--- src/rtl/cpu_irq_port.sv ---
module cpu_irq_port #(
  parameter int ID_W = 8,
  parameter int NCPU = 8
) (
  input  logic            clk,
  input  logic            rst_n,
  input  logic            wr_en,
  input  logic            rd_en,
  input  logic [7:0]      addr,
  input  logic [31:0]     wdata,
  output logic [31:0]     rdata,
  input  logic [31:0]     priv_irq,
  input  logic            shr_valid,
  input  logic [ID_W-1:0] shr_id,
  output logic            cpu_irq,
  output logic            ipi_req,
  output logic [3:0]      ipi_id,
  output logic [NCPU-1:0] ipi_mask
);
  localparam logic [7:0] A_CTL = 8'h00, A_TRG0 = 8'h14, A_TRG1 = 8'h18, A_SIG = 8'h60,
                         A_RDY = 8'h6C, A_SEN = 8'hA0, A_CEN = 8'hA4, A_CMP = 8'hB4;
  localparam logic [9:0] NONE = 10'h3FF;

  logic        ctl_en;
  logic [63:0] trig;
  logic [31:0] en, act, lat, s1, s2, s3;
  logic        shr_act;
  logic [ID_W-1:0] shr_tag;
  logic [31:0] pend, det;
  logic        found;
  logic [4:0]  sel;
  logic [9:0]  rdy_val;

  wire w_sen = wr_en && addr == A_SEN && wdata < 32;
  wire w_cen = wr_en && addr == A_CEN && wdata < 32;
  wire w_cmp = wr_en && addr == A_CMP;
  wire shr_pend = shr_valid && !shr_act;
  wire take = rd_en && addr == A_RDY && ctl_en;

  always_comb begin
    for (int i = 0; i < 32; i++) begin
      case (trig[2*i +: 2])
        2'd0: pend[i] = priv_irq[i];
        2'd1: pend[i] = !priv_irq[i];
        default: pend[i] = lat[i];
      endcase
      det[i] = (trig[2*i +: 2] == 2'd2 && s2[i] && !s3[i]) ||
               (trig[2*i +: 2] == 2'd3 && !s2[i] && s3[i]);
    end
    pend = pend & en & ~act;
    found = 1'b0;
    sel = '0;
    for (int i = 31; i >= 0; i--)
      if (pend[i]) begin
        found = 1'b1;
        sel = 5'(i);
      end
  end

  assign rdy_val = !ctl_en ? NONE : found ? 10'(sel) : shr_pend ? 10'(shr_id) : NONE;
  assign cpu_irq = ctl_en && (found || shr_pend);

  wire [31:0] take_bit = (take && found) ? (32'd1 << sel) : 32'd0;
  wire [31:0] done_bit = (w_cmp && wdata < 32) ? (32'd1 << wdata[4:0]) : 32'd0;

  always_ff @(posedge clk or negedge rst_n) begin
    if (!rst_n) begin
      ctl_en <= 1'b0; trig <= '0; en <= '0; act <= '0; lat <= '0;
      s1 <= '0; s2 <= '0; s3 <= '0; shr_act <= 1'b0; shr_tag <= '0;
      rdata <= '0; ipi_req <= 1'b0; ipi_id <= '0; ipi_mask <= '0;
    end else begin
      s1 <= priv_irq; s2 <= s1; s3 <= s2;
      lat <= (lat & ~take_bit) | det;
      act <= (act & ~done_bit) | take_bit;
      if (wr_en && addr == A_CTL) ctl_en <= wdata[0];
      if (wr_en && addr == A_TRG0) trig[31:0] <= wdata;
      if (wr_en && addr == A_TRG1) trig[63:32] <= wdata;
      if (w_sen) en[wdata[4:0]] <= 1'b1;
      if (w_cen) en[wdata[4:0]] <= 1'b0;
      if (w_cmp && shr_act && wdata == 32'(shr_tag)) shr_act <= 1'b0;
      if (take && !found && shr_pend) begin
        shr_act <= 1'b1;
        shr_tag <= shr_id;
      end
      ipi_req <= wr_en && addr == A_SIG;
      if (wr_en && addr == A_SIG) begin
        ipi_id   <= wdata[3:0];
        ipi_mask <= wdata[8 +: NCPU];
      end
      if (rd_en)
        case (addr)
          A_CTL:   rdata <= {31'd0, ctl_en};
          A_TRG0:  rdata <= trig[31:0];
          A_TRG1:  rdata <= trig[63:32];
          A_RDY:   rdata <= {22'd0, rdy_val};
          default: rdata <= '0;
        endcase
    end
  end

  AST_IPI_FROM_WRITE: assert property (@(posedge clk) disable iff (!rst_n)
    ipi_req |-> $past(wr_en && addr == A_SIG));
  AST_SET_EN: assert property (@(posedge clk) disable iff (!rst_n)
    (wr_en && addr == A_SEN && wdata < 32) |=> en[$past(wdata[4:0])]);
  AST_CLR_EN: assert property (@(posedge clk) disable iff (!rst_n)
    (wr_en && addr == A_CEN && wdata < 32) |=> !en[$past(wdata[4:0])]);
  AST_DISABLE_QUIET: assert property (@(posedge clk) disable iff (!rst_n)
    (wr_en && addr == A_CTL && !wdata[0]) |=> !cpu_irq);
  AST_TAKE_ACTIVE: assert property (@(posedge clk) disable iff (!rst_n)
    (take && found && !w_cmp) |=> act[$past(sel)]);
endmodule

--- config.mk ---
export PLATFORM = sky130hd
export DESIGN_NAME = cpu_irq_port
export DESIGN_NICKNAME = d
export VERILOG_FILES = /design/src/rtl/cpu_irq_port.sv
export SDC_FILE = /design/constraint.sdc
export NUM_CORES = 1
export LEC_CHECK = 0
export BUFFER_PORTS_ARGS = -buffer_cell sky130_fd_sc_hd__buf_4
export CORE_UTILIZATION = 50
export CTS_BUF_LIST = sky130_fd_sc_hd__clkbuf_16
export DETAILED_ROUTE_END_ITERATION = 10
export HOLD_SLACK_MARGIN = 0.12
export PLACE_DENSITY = 0.75
export SETUP_SLACK_MARGIN = 0.4
export SLEW_MARGIN = 20
export SYNTH_ARGS = -nofsm -noshare
export SYNTH_HDL_FRONTEND = slang
export SYNTH_SLANG_ARGS = --single-unit
--- constraint.sdc ---
create_clock -name clk -period 3 [get_ports clk]
set_input_delay 0.3 -clock clk [delete_from_list [all_inputs] [get_ports clk]]
set_output_delay 0.3 -clock clk [all_outputs]
set_load 0.05 [all_outputs]
==> impl_results.rst, run 1 <==
.. list-table::
   :header-rows: 1

   * - Metric
     - Value
   * - Run status
     - finished, violations left
   * - Violated checks
     - DRC
   * - CP endpoint kind
     - flip-flop
   * - Total chip power
     - 8.85 mW
   * - Number of cells traversed by the worst register-to-register path
     - 9
   * - Capturing point of the worst reg2reg path
     - lat[7]$_DFF_PN0_
   * - DP Wirelength
     - 26.3 mm
   * - Via count
     - 11400
   * - # diodes
     - 0
   * - Worst-Skew Late Latency
     - 0.57 ns
   * - Crit path largest cell delay
     - 0.49 ns
   * - Timing-limited maximum frequency
     - 347 MHz
   * - Minimum clock period after layout
     - 2.88 ns
   * - Capture point of the critical path
     - lat[7]$_DFF_PN0_
   * - Final core utilization
     - 69.3%
   * - Synth-to-layout area growth
     - 34.7%
   * - Number of max-cap violations
     - 0
   * - Worst path slowest cell
     - or4_4
   * - Slew at the pin closest to its max-slew limit
     - 0.917 ns
   * - Pin count of the biggest net entering global routing
     - 106
   * - Number of vias per cell after detailed routing
     - 6.05
   * - Count of final setup violators
     - 0
   * - Number of antenna violations at the first check in global routing
     - 0
   * - Fin Setup TNS
     - 0 ns
   * - Wire length of the first global-routing pass
     - 64.2 mm
   * - Gate power share
     - 8.3%
   * - Horiz. Die Dim
     - 166 µm
   * - Clock power frac
     - 40.8%
   * - Post-Synthesis Cell Area
     - 13500 µm²
   * - Post-synthesis net count
     - 1298
   * - Peak VDD IR
     - 522 µV
   * - Number of violations reported at the end of detailed-routing iteration 0
     - 1057
   * - Initial Utilization
     - 51.5%
   * - Worst endpoint required time
     - 3.44 ns
   * - Cell row count
     - 59
   * - Fin. max-slew vios
     - 0
   * - Leakage Power
     - 8.44 nW
   * - Worst setup slack for register-to-register paths
     - 0.12 ns
   * - Post-route fraction of the period consumed by the critical path
     - 96.1%
   * - Overall overflow remaining after global route
     - 0
   * - Number of synthesis warnings
     - 0
   * - Hold Fails Final Rpt
     - 0
   * - Switching share of total power
     - 24.0%
   * - CP delay by family, top
     - compound AO/OA/AOI/OAI gates
   * - Critical R2R Launch
     - trig[2]$_DFFE_PN0P_
   * - Final weighted congestion in routability-driven placement
     - 0.927
   * - Core area
     - 26300 µm²
   * - Setup clock skew after layout
     - 0.0285 ns
   * - Worst setup SP type
     - flip-flop
   * - Cell variety after synth
     - 70
   * - Relative slew slack
     - 38.9%
   * - Post-place instance area
     - 15300 µm²
   * - Number of sinks handled by clock tree synthesis
     - 311
   * - Number of DRC violations after detailed routing
     - 7
   * - Drt total wl
     - 42.1 mm
   * - Biggest fanout along the worst timing path
     - 5
   * - Power Dens Cells
     - 486 nW/µm²
   * - Total global routing track utilization
     - 29.3%
   * - Clock-pin slew of the registers on the worst-case setup and hold paths
     - 0.06 ns
   * - Number of logic stages on the critical path including buffering
     - 9
   * - Signal arrival time at the worst endpoint
     - 3.32 ns
   * - Crit path cell chain
     - xor2_2 -> o2111ai_2 -> buf_4 -> nand2_4 -> or4_4 -> a221oi_4 -> o211ai_2 -> or3_4 -> a22o_1
   * - Post-layout nets
     - 1615
   * - Net switching power figure
     - 2.13 mW
   * - Asr flop ratio synth
     - 100%
   * - Launch point of the worst path
     - trig[2]$_DFFE_PN0P_
   * - Die span in y
     - 166 µm
   * - Type of the worst setup path
     - flip-flop to flip-flop
   * - Number of nets with antenna violations after routing
     - 0
   * - Detailed Routing Iterations Pass 1
     - 9
   * - Number of top-level design ports
     - 131
   * - Setup repair after global routing missed its margin
     - true
   * - Sequential group share of total power
     - 50.9%
   * - Post-layout instance area
     - 18200 µm²
   * - Synthesized instance count
     - 1213
   * - Number of buffers and inverters on the critical path
     - 1
   * - Sequential element share of the synthesized area
     - 57.5%
   * - Dominant register cell in the synthesized netlist
     - dfrtp_1
   * - Average size of a mapped cell
     - 11.1 µm²
   * - Number of global-route vias before repair
     - 11500
   * - CTS Root Buffer Type
     - clkbuf_16
   * - Hold crit path type
     - input port to flip-flop
   * - Number of flops mapped to enable cells by yosys
     - 0
   * - Layout cells sized above 1
     - 31.8%
   * - Level count of the clock H-tree
     - 1
   * - Maximum clock insertion buffer count
     - 3
   * - Flops & latches, synth
     - 311
   * - Number of CTS-inserted buffers
     - 31
   * - Die Footprint
     - 27700 µm²
   * - Port Buffers
     - 130
   * - Internal Pwr Total
     - 6.72 mW
   * - Routed wire length per instance
     - 22.3 µm
   * - Cell depth of the worst min-delay path
     - 4
   * - Clock tree from TritonCTS
     - done
   * - Fillcell total
     - 1854
[logic make-up (layout without fill, tap and decap cells)]
kind of cell           count (synthesis)  in the layout  share of synthesized area (%)
AO/OA/AOI/OAI                        330            330                           17.7
XOR/XNOR                              40             40                           2.59
buffers and inverters                 94            430                           2.70
flip-flops                           311            311                           57.5
multiplexers                          72             72                           6.19
AND/OR/NAND/NOR                      366            366                           13.3
[metrics by stage]
| step | cells | hold WS, ns | setup slack, ns |
|---|---|---|---|
| after floorplan | 1213 | 0.00441 | 0.376 |
| after global placement | 1694 | 0.332 | 0.0851 |
| after detailed placement | 1694 | 0.335 | 0.0786 |
| after CTS | 1861 | -0.139 | 0.190 |
| after global routing | 1884 | 0.150 | 0.0525 |
| final | 1884 | 0.159 | 0.116 |
[power groups by stage]
stage | sequential [mW] | clock (mW) | combinational (mW)
2_1_floorplan | 4.56 | 0 | 0.239
3_3_place_gp | 4.56 | 0 | 0.579
3_5_place_dp | 4.57 | 0 | 0.597
4_1_cts | 4.50 | 3.65 | 0.711
5_1_grt | 4.52 | 3.82 | 0.799
6_report | 4.50 | 3.61 | 0.736
[worst min path at each step]
stage	from	slack, ns	endpoint
after floorplan	rst_n	0.004	act[0]$_DFF_PN0_
after global placement	s1[31]$_DFF_PN0_	0.33	s2[31]$_DFF_PN0_
after detailed placement	s1[28]$_DFF_PN0_	0.33	s2[28]$_DFF_PN0_
after CTS	priv_irq[2]	-0.14	s1[2]$_DFF_PN0_
after global routing	wdata[9]	0.15	ipi_mask[1]$_DFFE_PN0P_
final	wdata[9]	0.16	ipi_mask[1]$_DFFE_PN0P_
[tightest hold or removal path: cells and delay by family]
| kind | cells | cell delay [ns] |
|---|---|---|
| AND/OR/NAND/NOR | 2 | 0.11 |
| buffers and inverters | 2 | 0.29 |
[synthesized netlist by cell type, types with 15 or more instances]
master	instances	area share (%)
dfrtp_1	311	58
nand2_1	131	3.6
nor2_1	80	2.2
a21oi_1	71	2.6
mux2_2	65	5.4
o21ai_0	45	1.7
inv_1	42	1.2
clkbuf_1	39	1.1
nand2b_1	39	1.8
a22o_1	36	2.3
xor2_1	36	2.3
a22oi_1	26	1.4
o2bb2ai_1	26	1.7
nor3_1	24	0.89
o2111ai_1	19	1.2
a21o_1	16	0.89
o22ai_1	15	0.69
[cells in the final DEF (no fill, tap or decap), types with 4 or more instances in the layout]
master / instances
a22oi_1: 26
xnor2_1: 4
o2111ai_2: 14
o2111ai_1: 7
nand3_1: 10
nand2_1: 129
a22o_1: 36
xor2_2: 11
a211o_1: 4
clkbuf_16: 33
o21ai_0: 36
nor2b_1: 10
mux2_2: 65
xor2_1: 24
o31ai_1: 8
mux2_4: 7
nor3_1: 20
dfrtp_1: 308
a21o_1: 16
buf_12: 5
clkinv_1: 8
o21ai_1: 4
nand2b_1: 37
nand3b_1: 8
o22ai_2: 14
nor4_2: 4
buf_6: 18
nor2_1: 75
nand4_1: 14
a21oi_1: 69
o211a_1: 8
o2bb2ai_1: 26
o211ai_1: 11
inv_1: 49
or3_4: 7
buf_4: 233
nor3_2: 4
dlygate4sd3_1: 74
o21ai_2: 10
nor4_1: 4
[flip-flops by register name, summed over array words and instances, names as in the netlist, 32 cells and up]
signal	count
en	32
s1	32
trig	64
s3	32
lat	32
rdata	32
s2	32
act	32
[area by class of cell]
cell class	instances	area, µm²	area share (%)
Clock inverter	21	140	0.769
Timing Repair Buffer	336	2890	15.9
Sequential cell	311	7790	42.7
Inverter	42	158	0.865
Clock buffer	31	776	4.26
Tap cell	335	419	2.30
Multi-Input combinational cell	808	6050	33.2
[per-layer routing]
metal  GRT usage (%)  vias up  wire, µm
li1                -     5026         -
met4            9.58        0      1320
met5               0        -         0
met2            47.7      533     20200
met1            40.8     5752     17600
met3            3.99       92      2990
[what timing repair did]
action,CTS,global route
gates resized for setup,81,65
buffers inserted,42,18
hold buffers,73,1
endpoints found under the setup margin,79,115
hold endpoints to repair,214,1
pin swaps,69,54
gates cloned,0,4
No activity file was read; power rests on OpenSTA's default activity.
==> run 2: changes to the inputs <==
--- a/config.mk
+++ b/config.mk
@@ -6,8 +6,10 @@
 export NUM_CORES = 1
 export LEC_CHECK = 0
 export BUFFER_PORTS_ARGS = -buffer_cell sky130_fd_sc_hd__buf_4
+export CORE_MARGIN = 3
 export CORE_UTILIZATION = 50
 export CTS_BUF_LIST = sky130_fd_sc_hd__clkbuf_16
+export CTS_CLUSTER_SIZE = 24
 export DETAILED_ROUTE_END_ITERATION = 10
 export HOLD_SLACK_MARGIN = 0.12
 export PLACE_DENSITY = 0.75
==> run 2 against run 1 <==
  * Global-route usage down 1.9 points
  * First-iteration DRC count increased by 2.9%
  * Clock skew decreased by 0.019 ns
  * Worst hold slack gained 0.0074 ns
  * Sequential power barely moved
  * Combinational power is 1% lower
  * Final area increased by 1.2%
  * The flow now finishes without violations
  * Sequential share of layout area fell by 0.47 points
==> impl_results.rst, run 2 (synthesis gave the netlist of run 1 again) <==
.. list-table::
   :header-rows: 1

   * - Metric
     - Value
   * - Run status
     - complete, no violations (was finished, violations left)
   * - Power Dens Cells
     - 493 nW/µm² (was 486 nW/µm²)
   * - Setup clock skew after layout
     - 0.00966 ns (was 0.0285 ns)
   * - Leakage Power
     - 8.47 nW (was 8.44 nW)
   * - Signal arrival time at the worst endpoint
     - 2.55 ns (was 3.32 ns)
   * - Number of violations reported at the end of detailed-routing iteration 0
     - 1088 (was 1057)
   * - Hold Fails Final Rpt
     - 0 (unchanged)
   * - Core area
     - 26400 µm² (was 26300 µm²)
   * - Worst endpoint required time
     - 2.70 ns (was 3.44 ns)
   * - Maximum clock insertion buffer count
     - 3 (unchanged)
   * - Slew at the pin closest to its max-slew limit
     - 0.962 ns (was 0.917 ns)
   * - Number of nets with antenna violations after routing
     - 0 (unchanged)
   * - Number of CTS-inserted buffers
     - 31 (unchanged)
   * - Final hold slack
     - 0.167 ns (was 0.159 ns)
   * - Total global routing track utilization
     - 27.4% (was 29.3%)
   * - Number of max-cap violations
     - 0 (unchanged)
   * - Commonest cells after routing, fill and taps aside
     - dfrtp_1, buf_4, nand2_1 (unchanged)
   * - Initial Utilization
     - 51.3% (was 51.5%)
   * - Worst-Skew Late Latency
     - 0.56 ns (was 0.57 ns)
   * - Uppermost layer routed
     - met4 (unchanged)
   * - Number of vias per cell after detailed routing
     - 6.00 (was 6.05)
   * - Die span in y
     - 170 µm (was 166 µm)
   * - Post-layout nets
     - 1619 (was 1615)
   * - Hold crit path type
     - input port to flip-flop (unchanged)
   * - Clock-pin slew of the registers on the worst-case setup and hold paths
     - 0.06 ns (about the same)
   * - Count of final setup violators
     - 0 (unchanged)
   * - Amount of wire on met3 after detailed routing
     - 3.04 mm (was 2.99 mm)
   * - Launch point of the worst path
     - trig[6]$_DFFE_PN0P_ (was trig[2]$_DFFE_PN0P_)
   * - M1 WL
     - 17.8 mm (was 17.6 mm)
   * - Total chip power
     - 9.09 mW (was 8.85 mW)
   * - CTS Root Buffer Type
     - clkbuf_16 (unchanged)
   * - Wire length of the first global-routing pass
     - 62.9 mm (was 64.2 mm)
   * - Number of sinks handled by clock tree synthesis
     - 311 (unchanged)
   * - Fillcell total
     - 1837 (was 1854)
   * - Layout cells sized above 1
     - 33.1% (was 31.8%)
   * - Number of top-level design ports
     - 131 (unchanged)
   * - Relative slew slack
     - 35.1% (was 38.9%)
   * - Number of DRC violations after detailed routing
     - 0 (was 7)
   * - Most common cell after layout, fill and taps aside
     - dfrtp_1 (unchanged)
   * - Pin count of the biggest net entering global routing
     - 85 (was 106)
   * - Peak VDD IR
     - 413 µV (was 522 µV)
   * - Routed wire length per instance
     - 22.1 µm (was 22.3 µm)
   * - Final core utilization
     - 70.0% (was 69.3%)
   * - Setup repair after global routing missed its margin
     - true (unchanged)
   * - Final weighted congestion in routability-driven placement
     - 0.926 (was 0.927)
   * - Via count
     - 11300 (was 11400)
   * - Synth-to-layout area growth
     - 36.4% (was 34.7%)
   * - DP Wirelength
     - 26.1 mm (was 26.3 mm)
   * - Biggest fanout along the worst timing path
     - 2 (was 5)
   * - Worst setup SP type
     - flip-flop (unchanged)
   * - Cell row count
     - 59 (unchanged)
   * - Post-route fraction of the period consumed by the critical path
     - 95.0% (was 96.1%)
   * - CP endpoint kind
     - primary output (was flip-flop)
   * - Die Footprint
     - 29100 µm² (was 27700 µm²)
   * - Horiz. Die Dim
     - 170 µm (was 166 µm)
   * - # diodes
     - 0 (unchanged)
   * - Overall overflow remaining after global route
     - 0 (unchanged)
   * - Port Buffers
     - 130 (unchanged)
   * - Detailed Routing Iterations Pass 1
     - 9 (unchanged)
   * - Type of the worst setup path
     - flip-flop to primary output (was flip-flop to flip-flop)
   * - Reg with most FFs
     - trig (unchanged)
   * - Timing-limited maximum frequency
     - 351 MHz (was 347 MHz)
   * - Minimum clock period after layout
     - 2.85 ns (was 2.88 ns)
   * - Critical R2R Launch
     - trig[6]$_DFFE_PN0P_ (was trig[2]$_DFFE_PN0P_)
   * - Number of global-route vias before repair
     - 11400 (was 11500)
   * - Met2 wire length
     - 19.6 mm (was 20.2 mm)
   * - Beginning of the worst hold path
     - wdata[4] (was wdata[9])
   * - Drt total wl
     - 41.9 mm (was 42.1 mm)
   * - Fin Setup TNS
     - 0 ns (unchanged)
   * - Flip-flop count of the largest register after layout
     - 64 (unchanged)
   * - Fin. max-slew vios
     - 0 (unchanged)
   * - Level count of the clock H-tree
     - 1 (unchanged)
   * - Number of antenna violations at the first check in global routing
     - 0 (unchanged)
   * - Clock tree from TritonCTS
     - done (unchanged)
## run 2: cell types whose count changed in the layout (fill, tap and decap cells not counted), moves of 5 or more
cell	before	now
o21ai_1	4	9
o2111ai_4	2	7
dfrtp_2	3	10
dfrtp_1	308	301
## run 2: layout make-up
cell class / count / area (µm²) / area share [%]
sequential: 311 / 7790 / 42.3
multi-input combinational: 808 / 6110 / 33.1
timing repair buffer: 340 / 2960 / 16.1
clock buffer: 31 / 776 / 4.21
tap: 335 / 419 / 2.27
clock inverter: 25 / 223 / 1.21
inverter: 42 / 158 / 0.855
## run 2: worst max-delay path, cell delays in order, from the launching register on
cell,delay [ns]
dfrtp_1,0.41
xor2_2,0.17
o211ai_1,0.28
nand4_1,0.18
buf_6,0.16
nor4_4,0.29
buf_4,0.19
a31oi_4,0.10
buf_6,0.18
## run 2: where the power goes
part	switching [mW]	leakage (nW)	internal, mW
registers	0.139	3.89	4.37
logic	0.388	4.07	0.338
clock network	1.64	0.503	2.21
total	2.17	8.47	6.92
## run 2: timing repair
action / CTS / global route
pin swaps: 54 / 71
resized for setup: 82 / 80
cloned: 0 / 3
setup buffers: 44 / 28
setup endpoints to repair: 78 / 116
hold buffers: 74 / 0
hold endpoints to repair: 193 / 0
## run 2: routing by layer
metal	up-vias	global-route usage (%)
li1	5028	-
met1	5670	39.0
met2	554	43.8
met3	94	4.48
met4	0	8.18
met5	-	0
## run 2: final timing paths
| kind | slack, ns | to | cells after the start |
|---|---|---|---|
| hold / removal | 0.17 | trig[36]$_DFFE_PN0P_ | 2 |
| setup / recovery | 0.15 | cpu_irq | 8 |
| setup reg to reg | 0.17 | lat[19]$_DFF_PN0_ | 11 |
| max in group asynchronous | 1.70 | trig[46]$_DFFE_PN0P_ | 3 |
| hold reg to reg | 0.34 | s2[20]$_DFF_PN0_ | 0 |
| min in group asynchronous | 0.33 | trig[20]$_DFFE_PN0P_ | 2 |
## run 2: through the flow
step	setup WS, ns	cell area, µm²	instances
finish	0.151	18400	1892
global route	0.0771	18400	1892
CTS	0.209	17800	1861
detailed placement	0.0922	15300	1687
global placement	0.133	15300	1687
floorplan	0.376	13500	1213
==> run 3: changes to the inputs <==
==> constraint.sdc (replaced) <==
create_clock -name clk -period 3 [get_ports clk]
set_input_delay 0.3 -clock clk [delete_from_list [all_inputs] [get_ports clk]]
set_output_delay 0.3 -clock clk [all_outputs]
set_load 0.005 [all_outputs]
==> run 3 against run 2 <==
  * Global-route usage increased by 0.73 points
  * Count of clock-buffer cells in the layout increased by 6
  * Register-to-register slack worse by 0.14 ns
  * Cell count hardly changed
  * Maximum frequency fell by 4.1%
  * Routed wire length up 4.1%
  * Combinational power decreased by 2%
  * Via count rose by 1.6%
  * Sequential share of layout area is 0.41 points lower
  * Utilization rose by 0.67 points
  * Critical path depth is 3 higher
==> impl_results.rst, run 3 (synthesis gave the netlist of run 1 again) <==
.. list-table::
   :header-rows: 1

   * - Metric
     - Value
   * - Core area
     - 26400 µm² (unchanged)
   * - Reg with most FFs
     - trig (unchanged)
   * - Total global routing track utilization
     - 28.2% (was 27.4%)
   * - Drt total wl
     - 43.6 mm (was 41.9 mm)
   * - Clock tree from TritonCTS
     - done (unchanged)
   * - Cell count after placement
     - 1684 (was 1687)
   * - Clock-pin slew of the registers on the worst-case setup and hold paths
     - 0.06 ns (about the same)
   * - Number of antenna violations at the first check in global routing
     - 0 (unchanged)
   * - Worst setup SP type
     - flip-flop (unchanged)
   * - Layout cells sized above 1
     - 33.5% (was 33.1%)
   * - Overall overflow remaining after global route
     - 0 (unchanged)
   * - Flip-flop count of the largest register after layout
     - 64 (unchanged)
   * - Sequential cell area
     - 7790 µm² (about the same)
   * - Net switching power figure
     - 2.17 mW (about the same)
   * - Setup repair after global routing missed its margin
     - true (unchanged)
   * - Number of sinks handled by clock tree synthesis
     - 311 (unchanged)
   * - Worst path setup slack after routing
     - 0.0285 ns (was 0.151 ns)
   * - Die span in y
     - 170 µm (unchanged)
   * - Number of CTS-inserted buffers
     - 34 (was 31)
   * - Worst-Skew Late Latency
     - 0.52 ns (was 0.56 ns)
   * - Fin Setup TNS
     - 0 ns (unchanged)
   * - Total chip power
     - 9.26 mW (was 9.09 mW)
   * - Wire length of the first global-routing pass
     - 63.2 mm (was 62.9 mm)
   * - Horiz. Die Dim
     - 170 µm (unchanged)
   * - Routed wire length per instance
     - 23.0 µm (was 22.1 µm)
   * - # diodes
     - 0 (unchanged)
   * - Leakage Power
     - 8.67 nW (was 8.47 nW)
   * - Number of DRC violations after detailed routing
     - 0 (unchanged)
   * - Number of top-level design ports
     - 131 (unchanged)
   * - Post-route non-filler standard cell count
     - 1893 (was 1892)
   * - Power Dens Cells
     - 497 nW/µm² (was 493 nW/µm²)
   * - Slew at the pin closest to its max-slew limit
     - 0.908 ns (was 0.962 ns)
   * - Type of the worst setup path
     - flip-flop to flip-flop (was flip-flop to primary output)
   * - Number of violations reported at the end of detailed-routing iteration 0
     - 1259 (was 1088)
   * - Gate power share
     - 7.7% (was 8.0%)
   * - Synth-to-layout area growth
     - 37.7% (was 36.4%)
   * - Final hold slack
     - 0.157 ns (was 0.167 ns)
   * - Hold crit path type
     - input port to flip-flop (unchanged)
   * - Detailed Routing Iterations Pass 1
     - 6 (was 9)
   * - Via count
     - 11500 (was 11300)
   * - Multi-input logic area
     - 6120 µm² (was 6110 µm²)
   * - Relative slew slack
     - 39.4% (was 35.1%)
   * - Die Footprint
     - 29100 µm² (unchanged)
   * - Final weighted congestion in routability-driven placement
     - 0.945 (was 0.926)
   * - Final core utilization
     - 70.7% (was 70.0%)
   * - Fillcell total
     - 1779 (was 1837)
   * - Number of nets with antenna violations after routing
     - 0 (unchanged)
   * - Switching share of total power
     - 23.5% (was 23.9%)
   * - Setup slack at placement
     - -0.0530 ns (was 0.0922 ns)
   * - Count of final setup violators
     - 0 (unchanged)
   * - Setup clock skew after layout
     - 0.0172 ns (was 0.00966 ns)
   * - Number of global-route vias before repair
     - 11500 (was 11400)
   * - Commonest cells after routing, fill and taps aside
     - dfrtp_1, buf_4, nand2_1 (unchanged)
   * - Peak VDD IR
     - 364 µV (was 413 µV)
   * - Run status
     - complete, no violations (unchanged)
   * - Fin. max-slew vios
     - 0 (unchanged)
   * - Initial Utilization
     - 51.3% (unchanged)
   * - Most common cell after layout, fill and taps aside
     - dfrtp_1 (unchanged)
   * - Internal Pwr Total
     - 7.09 mW (was 6.92 mW)
   * - DP Wirelength
     - 26.3 mm (was 26.1 mm)
   * - CP endpoint kind
     - flip-flop (was primary output)
   * - Post-route fraction of the period consumed by the critical path
     - 99.0% (was 95.0%)
   * - Hold Fails Final Rpt
     - 0 (unchanged)
   * - Clock power frac
     - 43.6% (was 42.4%)
   * - Biggest fanout along the worst timing path
     - 5 (was 2)
   * - Maximum clock insertion buffer count
     - 3 (unchanged)
   * - Post-layout instance area
     - 18600 µm² (was 18400 µm²)
   * - Number of max-cap violations
     - 0 (unchanged)
   * - Number of vias per cell after detailed routing
     - 6.09 (was 6.00)
   * - Level count of the clock H-tree
     - 2 (was 1)
   * - Sequential group share of total power
     - 48.8% (was 49.6%)
   * - Port Buffers
     - 130 (unchanged)
   * - Pin count of the biggest net entering global routing
     - 85 (unchanged)
   * - Timing-limited maximum frequency
     - 337 MHz (was 351 MHz)
   * - Worst endpoint required time
     - 3.41 ns (was 2.70 ns)
   * - Post-layout nets
     - 1622 (was 1619)
   * - Signal arrival time at the worst endpoint
     - 3.38 ns (was 2.55 ns)
   * - Post-place instance area
     - 15300 µm² (about the same)
   * - Cell row count
     - 59 (unchanged)
   * - CTS Root Buffer Type
     - clkbuf_16 (unchanged)
   * - Minimum clock period after layout
     - 2.97 ns (was 2.85 ns)
-- run 3: changes by cell type in the layout (fill, tap and decap cells not counted), sizes merged --
cell / change
inv: +1
bufinv: -2
dlymetal6s4s: +11
buf: +2
clkinvlp: -3
clkbuf: +6
clkinv: -1
dlygate4sd3: -13
-- run 3: repair_timing --
action	4_1_cts	5_1_grt
setup buffers	27	48
hold buffers	72	0
pin swaps	23	82
hold endpoints to repair	188	0
gates resized for setup	45	155
endpoints found under the setup margin	83	116
gates cloned	2	3
-- run 3: per-layer routing --
metal / track usage (%) / routed length [µm] / part of all wire (%)
met1: 38.2 / 17500 / 40
met2: 44.5 / 20700 / 48
met3: 5.71 / 3620 / 8.3
met4: 12.0 / 1710 / 3.9
met5: 0 / 0 / 0
-- run 3: critical path, stage by stage, from the launching register on --
cell	delay [ns]
dfrtp_2	0.45
xor2_2	0.20
o2111a_2	0.28
nand4bb_1	0.24
buf_4	0.21
nor4_4	0.24
buf_4	0.18
buf_6	0.10
o211ai_1	0.23
inv_1	0.22
nand4_1	0.23
a22o_1	0.27
-- run 3: layout make-up --
cell class / count / share of cell area, %
Multi-Input combinational cell: 808 / 32.9
Sequential cell: 311 / 41.8
Inverter: 42 / 0.847
Clock inverter: 20 / 0.719
Timing Repair Buffer: 340 / 16.5
Tap cell: 335 / 2.25
Clock buffer: 37 / 4.97
-- run 3: path summary, 6_finish.rpt --
check	startpoint	endpoint	slack [ns]	cells past startpoint
min reg2reg	s1[16]$_DFF_PN0_	s2[16]$_DFF_PN0_	0.35	0
min	wdata[2]	ipi_id[2]$_DFFE_PN0P_	0.16	3
max	trig[30]$_DFFE_PN0P_	lat[17]$_DFF_PN0_	0.03	11
min in group asynchronous	rst_n	s3[12]$_DFF_PN0_	0.37	2
max in group asynchronous	rst_n	trig[10]$_DFFE_PN0P_	1.71	3
max reg2reg	trig[30]$_DFFE_PN0P_	lat[17]$_DFF_PN0_	0.03	11
-- run 3: power groups by stage --
stage	clock, mW	combinational [mW]	sequential [mW]
after floorplan	0	0.238	4.54
after global placement	0	0.533	4.56
after detailed placement	0	0.548	4.57
after CTS	4.07	0.637	4.50
after global routing	4.25	0.771	4.53
final	4.03	0.711	4.51
